File: src/rtl/crit_pkg.sv
package crit_pkg;

    typedef enum logic {
        IV_HOLD = 1'b0,
        IV_TICK = 1'b1
    } iv_state_t;

    typedef enum logic {
        RP_IDLE = 1'b0,
        RP_SEND = 1'b1
    } rp_state_t;

endpackage

File: src/rtl/crit_counter.sv
module crit_counter #(
    parameter int CNT_W = 14,
    parameter int L1_WT = 1,
    parameter int L2_WT = 10
) (
    input  logic             clk,
    input  logic             rst_n,
    input  logic             clear,
    input  logic             l1i,
    input  logic             l1d,
    input  logic             l2,
    output logic [CNT_W-1:0] count
);
    localparam int SUM_W = CNT_W + 1;
    localparam logic [SUM_W-1:0] MAXV = SUM_W'((1 << CNT_W) - 1);

    logic [SUM_W-1:0] add;
    logic [SUM_W-1:0] sum;

    always_comb begin
        add = '0;
        if (l1i) add = add + SUM_W'(L1_WT);
        if (l1d) add = add + SUM_W'(L1_WT);
        if (l2)  add = add + SUM_W'(L2_WT);
        sum = {1'b0, count} + add;
    end

    always_ff @(posedge clk or negedge rst_n) begin
        if (!rst_n)          count <= '0;
        else if (clear)      count <= '0;
        else if (sum > MAXV) count <= MAXV[CNT_W-1:0];
        else                 count <= sum[CNT_W-1:0];
    end
endmodule

File: src/rtl/crit_interval.sv
module crit_interval
    import crit_pkg::*;
#(
    parameter int BOUND_W = 16
) (
    input  logic               clk,
    input  logic               rst_n,
    input  logic [BOUND_W-1:0] bound,
    output logic               refresh
);
    iv_state_t          st, st_nx;
    logic [BOUND_W-1:0] tmr, tmr_nx;
    logic               wrap;

    assign wrap = (bound != '0) && (tmr >= bound - 1'b1);

    always_ff @(posedge clk or negedge rst_n) begin
        if (!rst_n) begin
            st  <= IV_HOLD;
            tmr <= '0;
        end else begin
            st  <= st_nx;
            tmr <= tmr_nx;
        end
    end

    always_comb begin
        st_nx   = st;
        tmr_nx  = tmr;
        refresh = 1'b0;
        unique case (st)
            IV_HOLD: begin
                tmr_nx = '0;
                if (bound != '0) st_nx = IV_TICK;
            end
            IV_TICK: begin
                if (bound == '0) begin
                    st_nx  = IV_HOLD;
                    tmr_nx = '0;
                end else if (wrap) begin
                    refresh = 1'b1;
                    tmr_nx  = '0;
                end else begin
                    tmr_nx = tmr + 1'b1;
                end
            end
            default: st_nx = IV_HOLD;
        endcase
    end
endmodule

File: src/rtl/crit_argmax.sv
module crit_argmax #(
    parameter int NUM_CORES = 4,
    parameter int CNT_W     = 14,
    parameter int ID_W      = 2
) (
    input  logic [NUM_CORES*CNT_W-1:0] counts,
    input  logic [ID_W-1:0]            skip_id,
    output logic [ID_W-1:0]            best_id,
    output logic                       found
);
    logic [CNT_W-1:0] best_val;

    always_comb begin
        best_val = '0;
        best_id  = '0;
        for (int i = 0; i < NUM_CORES; i++) begin
            if ((ID_W'(i) != skip_id) &&
                (counts[i*CNT_W +: CNT_W] > best_val)) begin
                best_val = counts[i*CNT_W +: CNT_W];
                best_id  = ID_W'(i);
            end
        end
        found = (best_val != '0);
    end
endmodule

File: src/rtl/crit_tracker.sv
module crit_tracker
    import crit_pkg::*;
#(
    parameter int NUM_CORES = 4,
    parameter int CNT_W     = 14,
    parameter int BOUND_W   = 16,
    parameter int L1_WT     = 1,
    parameter int L2_WT     = 10,
    parameter int ID_W      = (NUM_CORES > 1) ? $clog2(NUM_CORES) : 1
) (
    input  logic                 clk,
    input  logic                 rst_n,
    input  logic [NUM_CORES-1:0] l1i_miss,
    input  logic [NUM_CORES-1:0] l1d_miss,
    input  logic [NUM_CORES-1:0] l2_miss,
    input  logic [BOUND_W-1:0]   interval_bound,
    input  logic                 steal_req,
    input  logic [ID_W-1:0]      req_id,
    output logic                 resp_valid,
    output logic                 victim_hit,
    output logic [ID_W-1:0]      victim_id
);
    logic [NUM_CORES*CNT_W-1:0] cnt_flat;
    logic                       refresh;
    logic [ID_W-1:0]            scan_id;
    logic                       scan_found;
    logic [ID_W-1:0]            id_q;
    logic                       hit_q;
    rp_state_t                  rp_st;

    crit_interval #(.BOUND_W(BOUND_W)) u_iv (
        .clk(clk), .rst_n(rst_n), .bound(interval_bound), .refresh(refresh)
    );

    for (genvar g = 0; g < NUM_CORES; g++) begin : g_core
        crit_counter #(.CNT_W(CNT_W), .L1_WT(L1_WT), .L2_WT(L2_WT)) u_cnt (
            .clk(clk), .rst_n(rst_n), .clear(refresh),
            .l1i(l1i_miss[g]), .l1d(l1d_miss[g]), .l2(l2_miss[g]),
            .count(cnt_flat[g*CNT_W +: CNT_W])
        );
    end

    crit_argmax #(.NUM_CORES(NUM_CORES), .CNT_W(CNT_W), .ID_W(ID_W)) u_scan (
        .counts(cnt_flat), .skip_id(req_id),
        .best_id(scan_id), .found(scan_found)
    );

    always_ff @(posedge clk or negedge rst_n) begin
        if (!rst_n) begin
            rp_st <= RP_IDLE;
            id_q  <= '0;
            hit_q <= 1'b0;
        end else begin
            unique case (rp_st)
                RP_IDLE: rp_st <= steal_req ? RP_SEND : RP_IDLE;
                RP_SEND: rp_st <= steal_req ? RP_SEND : RP_IDLE;
                default: rp_st <= RP_IDLE;
            endcase
            if (steal_req) begin
                id_q  <= scan_found ? scan_id : '0;
                hit_q <= scan_found;
            end
        end
    end

    always_comb begin
        resp_valid = 1'b0;
        victim_hit = 1'b0;
        victim_id  = '0;
        unique case (rp_st)
            RP_IDLE: ;
            RP_SEND: begin
                resp_valid = 1'b1;
                victim_hit = hit_q;
                victim_id  = id_q;
            end
            default: ;
        endcase
    end
endmodule

File: config.mk
export PLATFORM = sky130hd
export DESIGN_NAME = crit_tracker
export DESIGN_NICKNAME = d
export VERILOG_FILES = /design/src/rtl/crit_pkg.sv /design/src/rtl/crit_counter.sv /design/src/rtl/crit_interval.sv /design/src/rtl/crit_argmax.sv /design/src/rtl/crit_tracker.sv
export SDC_FILE = /design/constraint.sdc
export NUM_CORES = 1
export LEC_CHECK = 0
export ABC_AREA = 1
export ABC_CLOCK_PERIOD_IN_PS = 5300
export BUFFER_PORTS_ARGS = -buffer_cell sky130_fd_sc_hd__buf_2
export CORE_ASPECT_RATIO = 0.8
export CORE_UTILIZATION = 40
export CTS_BUF_LIST = sky130_fd_sc_hd__clkbuf_2
export CTS_CLUSTER_DIAMETER = 120
export DETAILED_ROUTE_END_ITERATION = 8
export SYNTH_ARGS = -nofsm -noshare
export SYNTH_HDL_FRONTEND = slang
export SYNTH_SLANG_ARGS = --single-unit
export TNS_END_PERCENT = 20
File: constraint.sdc
create_clock -name clk -period 5.3 [get_ports clk]
set_input_delay 0.795 -clock clk [delete_from_list [all_inputs] [get_ports clk]]
set_output_delay 0.795 -clock clk [all_outputs]
set_load 0.01 [all_outputs]
==> metrics.md <==
| Metric | Value |
|---|---|
| Lkg Pwr | 4.18 nW |
| Failing checks | negative setup slack |
| Crit path capture type | flip-flop |
| Worst setup SP type | flip-flop |
| Top cells by area, synth | dfrtp_1 30%, ha_1 16%, nand2_1 9.8% |
| Synth warnings | 0 |
| Die W | approximately 140 µm |
| Slowest CP cell | dfrtp_1 |
| P&R area growth vs syn | 30.7% |
| Layout cells sized above 1 | 26.4% |
| FF+latch count, synth | 77 |
| Worst reg2reg setup slack | -100 ps |
| Peak per-stage delay on the critical path | 410 ps |
| Root Buffer | clkbuf_2 |
| Status | complete, but fails checks |
| Rel. slew slack | 31.4% |
| # clock sinks | slightly below 80 |
| FP Rows | 40 |
| Clock power frac | 8.7% |
| HPWL Detailed | 11.7 mm |
| Antenna violations before repair | 1 |
| Starting Density | 41.7% |
| Crit path max fanout | 8 |
| Worst hold slack | about 320 ps |
| Final ANT Viol Nets | 0 |
| Die Footprint | ~16000 µm² |
| Drt wl/cell | 13.4 µm |
| Global route overflow | 0 |
| Via count | 6008 |
| Drt pass-1 iters | 5 |
| Final setup margin | -101 ps |
| Logic pwr share | 65.8% |
| Final nets | approximately 1100 |
| EDFF count, synth | 0 |
| Routability cong. | between 0.8 and 0.9 |
| Worst-Margin Slew | 1030 ps |
| Max Cap Violations | 0 |
| IO Pins | 37 |
| Fin util | around 54% |
| Period Utilization, post-route | 102% |
| FF-to-FF End | id_q[0] |
| Netlist cell types | 45 |
| Fin. Hold Viols | 0 |
| Design Area, Final | between 8000 and 9000 µm² |
| Final number of setup-violating endpoints | 3 |
| Maximum vdd ir drop | approximately 0.00019 V |
| Worst-case clock skew | 27.2 ps |
| Post-Route WL | 16.2 mm |
| CTS buffer count | 9 |
| Post-Syn Instances | around 860 |
| Worst reg2reg path depth | 44 |
| Placed Area | 7310 µm² |
| Yosys top cell area share | between 30% and 40% |
| Fill count | 1440 |
| Number of I/O port buffers | 36 |
| Final Slew Violations | 0 |
| Worst EP arrival | slightly below 6000 ps |
| Cell Area, Synth | 6380 µm² |
| Htree depth | 3 |
| Flop pwr share | 25.5% |
| Area leader, netlist | dfrtp_1 |
| Vias per cell | 4.94 |
| Total GRT Usage | 20.9% |
| CTS tree | built |
| Async SR Flop Fraction | 100% |
| Drt drc | 0 |
| Vias in the first global route | 5642 |
| Seq/Total Area, Yosys | a little under a third |
| WP data required | 5820 ps |
| RSZ-0062 raised after global routing | true |
| Crit path time final | 5400 ps |
| Max Clk Rate | 185 MHz |
| Die Ht | ~110 µm |
| Cell Int Power | 2.33 mW |
| Pwr Density | slightly above 500 nW/µm² |
| First-pass GRT wire length | around 27 mm |
| Top cell by count, worst path | nand2_1 |
| Tightest Hold Check Type | in2async |
| Mapped Avg Cell Area | 7.47 µm² |
| Clk_lat worst skew | 590 ps |
| Cts hold-fix bufs | 0 |
| Clk slew on worst S/H paths | between 200 and 250 ps |
| Syn_nets | around 980 |
| Bufs on Longest Clock Path | 2 |
| Reg-to-reg startpoint | g_core[0].u_cnt.count[10] |
| Setup CP Type | reg2reg |
| Largest net degree at the start of global routing | 78 |
| Setup TNS | -271 ps |
| Sw Ratio | between 40% and 50% |
| Psw | 1.93 mW |
| Ys flop type | dfrtp_1 |
| Starting DRT DRC Count | roughly 350 |
| Core Region | 15300 µm² |
| Pre-CTS WS | -585 ps |
layout by cell type (no fill, tap or decap), types with 6 or more instances in the layout:
cell / netlist / layout
nand2_2: 6 / 22
inv_1: 117 / 110
dfrtp_1: 77 / 77
nor2_4: 1 / 7
a31oi_1: 11 / 11
ha_1: 83 / 66
inv_2: 1 / 8
nor2_1: 93 / 89
nand3_1: 43 / 37
o21ai_1: 1 / 8
nand2_4: 3 / 14
nand3b_1: 6 / 6
ha_4: 0 / 17
xor2_1: 25 / 25
or2_2: 9 / 9
nand2_1: 166 / 138
nor3_1: 23 / 23
xnor2_1: 17 / 17
a21oi_1: 74 / 72
buf_6: 1 / 8
nand3_2: 5 / 10
buf_2: 1 / 35
buf_4: 1 / 97
o21ai_0: 30 / 19
clkbuf_2: 0 / 11
nand4_1: 9 / 9
routing by layer:
layer	global-route usage, %	vias up	routed length (µm)
met5	0	-	0
li1	-	3108	-
met3	3.58	23	667
met2	30.4	109	6700
met1	31.3	2768	8570
met4	5.96	0	309
area by class of cell:
cell class,instances,area [µm²],share of cell area [%]
clock inverter,5,75.1,0.900
antenna,1,2.50,0.0300
tap,210,263,3.15
timing repair buffer,144,1070,12.9
sequential,77,1930,23.1
clock buffer,11,55.1,0.660
multi-input combinational,648,4500,53.9
inverter,119,450,5.40
flip-flops by register name, indices dropped and copies added (netlist names):
register / flops
g_core.u_cnt.count: 56
u_iv.tmr: 16
id_q: 2
hit_q: 1
rp_st: 1
u_iv.st: 1
how the worst max path moves through the flow:
stage | startpoint | to | cells after the start
3_5_place_dp | req_id[1] | id_q[0] | 37
2_1_floorplan | req_id[1] | id_q[1] | 42
4_1_cts | g_core[0].u_cnt.count[13] | id_q[0] | 45
3_3_place_gp | req_id[1] | id_q[0] | 42
5_1_grt | g_core[0].u_cnt.count[12] | id_q[0] | 46
6_report | g_core[0].u_cnt.count[10] | id_q[0] | 44
worst max-delay path, delay by kind of cell, from the launching register on:
| kind | cells | cell delay [ps] |
|---|---|---|
| and+or+nand+nor | 25 | 2370 |
| buffers and inverters | 12 | 1330 |
| adders and majority gates | 3 | 810 |
| DFF | 1 | 410 |
| AOI/OAI and AO/OA | 4 | 400 |
power groups by stage:
stage	registers, mW	clock network [mW]	logic, mW
6_report	1.09	0.368	2.80
5_1_grt	1.11	0.403	3.16
4_1_cts	1.07	0.385	2.53
3_5_place_dp	1.07	0	2.21
3_3_place_gp	1.07	0	2.20
2_1_floorplan	0.991	0	1.50
per-stage QoR:
| step | std cells | power (mW) |
|---|---|---|
| CTS | 1206 | 3.98 |
| global route | 1215 | 4.68 |
| floorplan | 855 | 2.49 |
| global placement | 1160 | 3.27 |
| detailed placement | 1160 | 3.28 |
| finish | 1215 | 4.25 |
synth_stat cells (5+ instances only):
cell type and number:
nor2_1 93, nand3b_1 6, xnor2_1 17, nor4_1 5, clkbuf_1 7, nand2_2 6
nand3_1 43, a21o_1 5, dfrtp_1 77, inv_1 117, ha_1 83, or2_2 9
nand3_2 5, nand2_1 166, a31oi_1 11, nand4_1 9, nor3_1 23, nor2_2 6
o21ai_0 30, a21oi_1 74, xor2_1 25
what timing repair did:
| item | 4_1_cts | 5_1_grt |
|---|---|---|
| pin swaps | 29 | 41 |
| endpoints found under the setup margin | 3 | 3 |
| setup buffers | 27 | 8 |
| gates resized for setup | 68 | 56 |
| cloned | 3 | 0 |
kinds of logic after synthesis:
group	count (synthesis)	share of synthesized area [%]
XOR/XNOR	42	5.76
flip-flops	77	30.2
adder cells (fa/ha/maj)	87	17.5
AND/OR/NAND/NOR	380	26.6
buffers and inverters	133	8.08
AO/OA/AOI/OAI	136	11.9
Note: power is estimated with default switching activity, not from simulation.
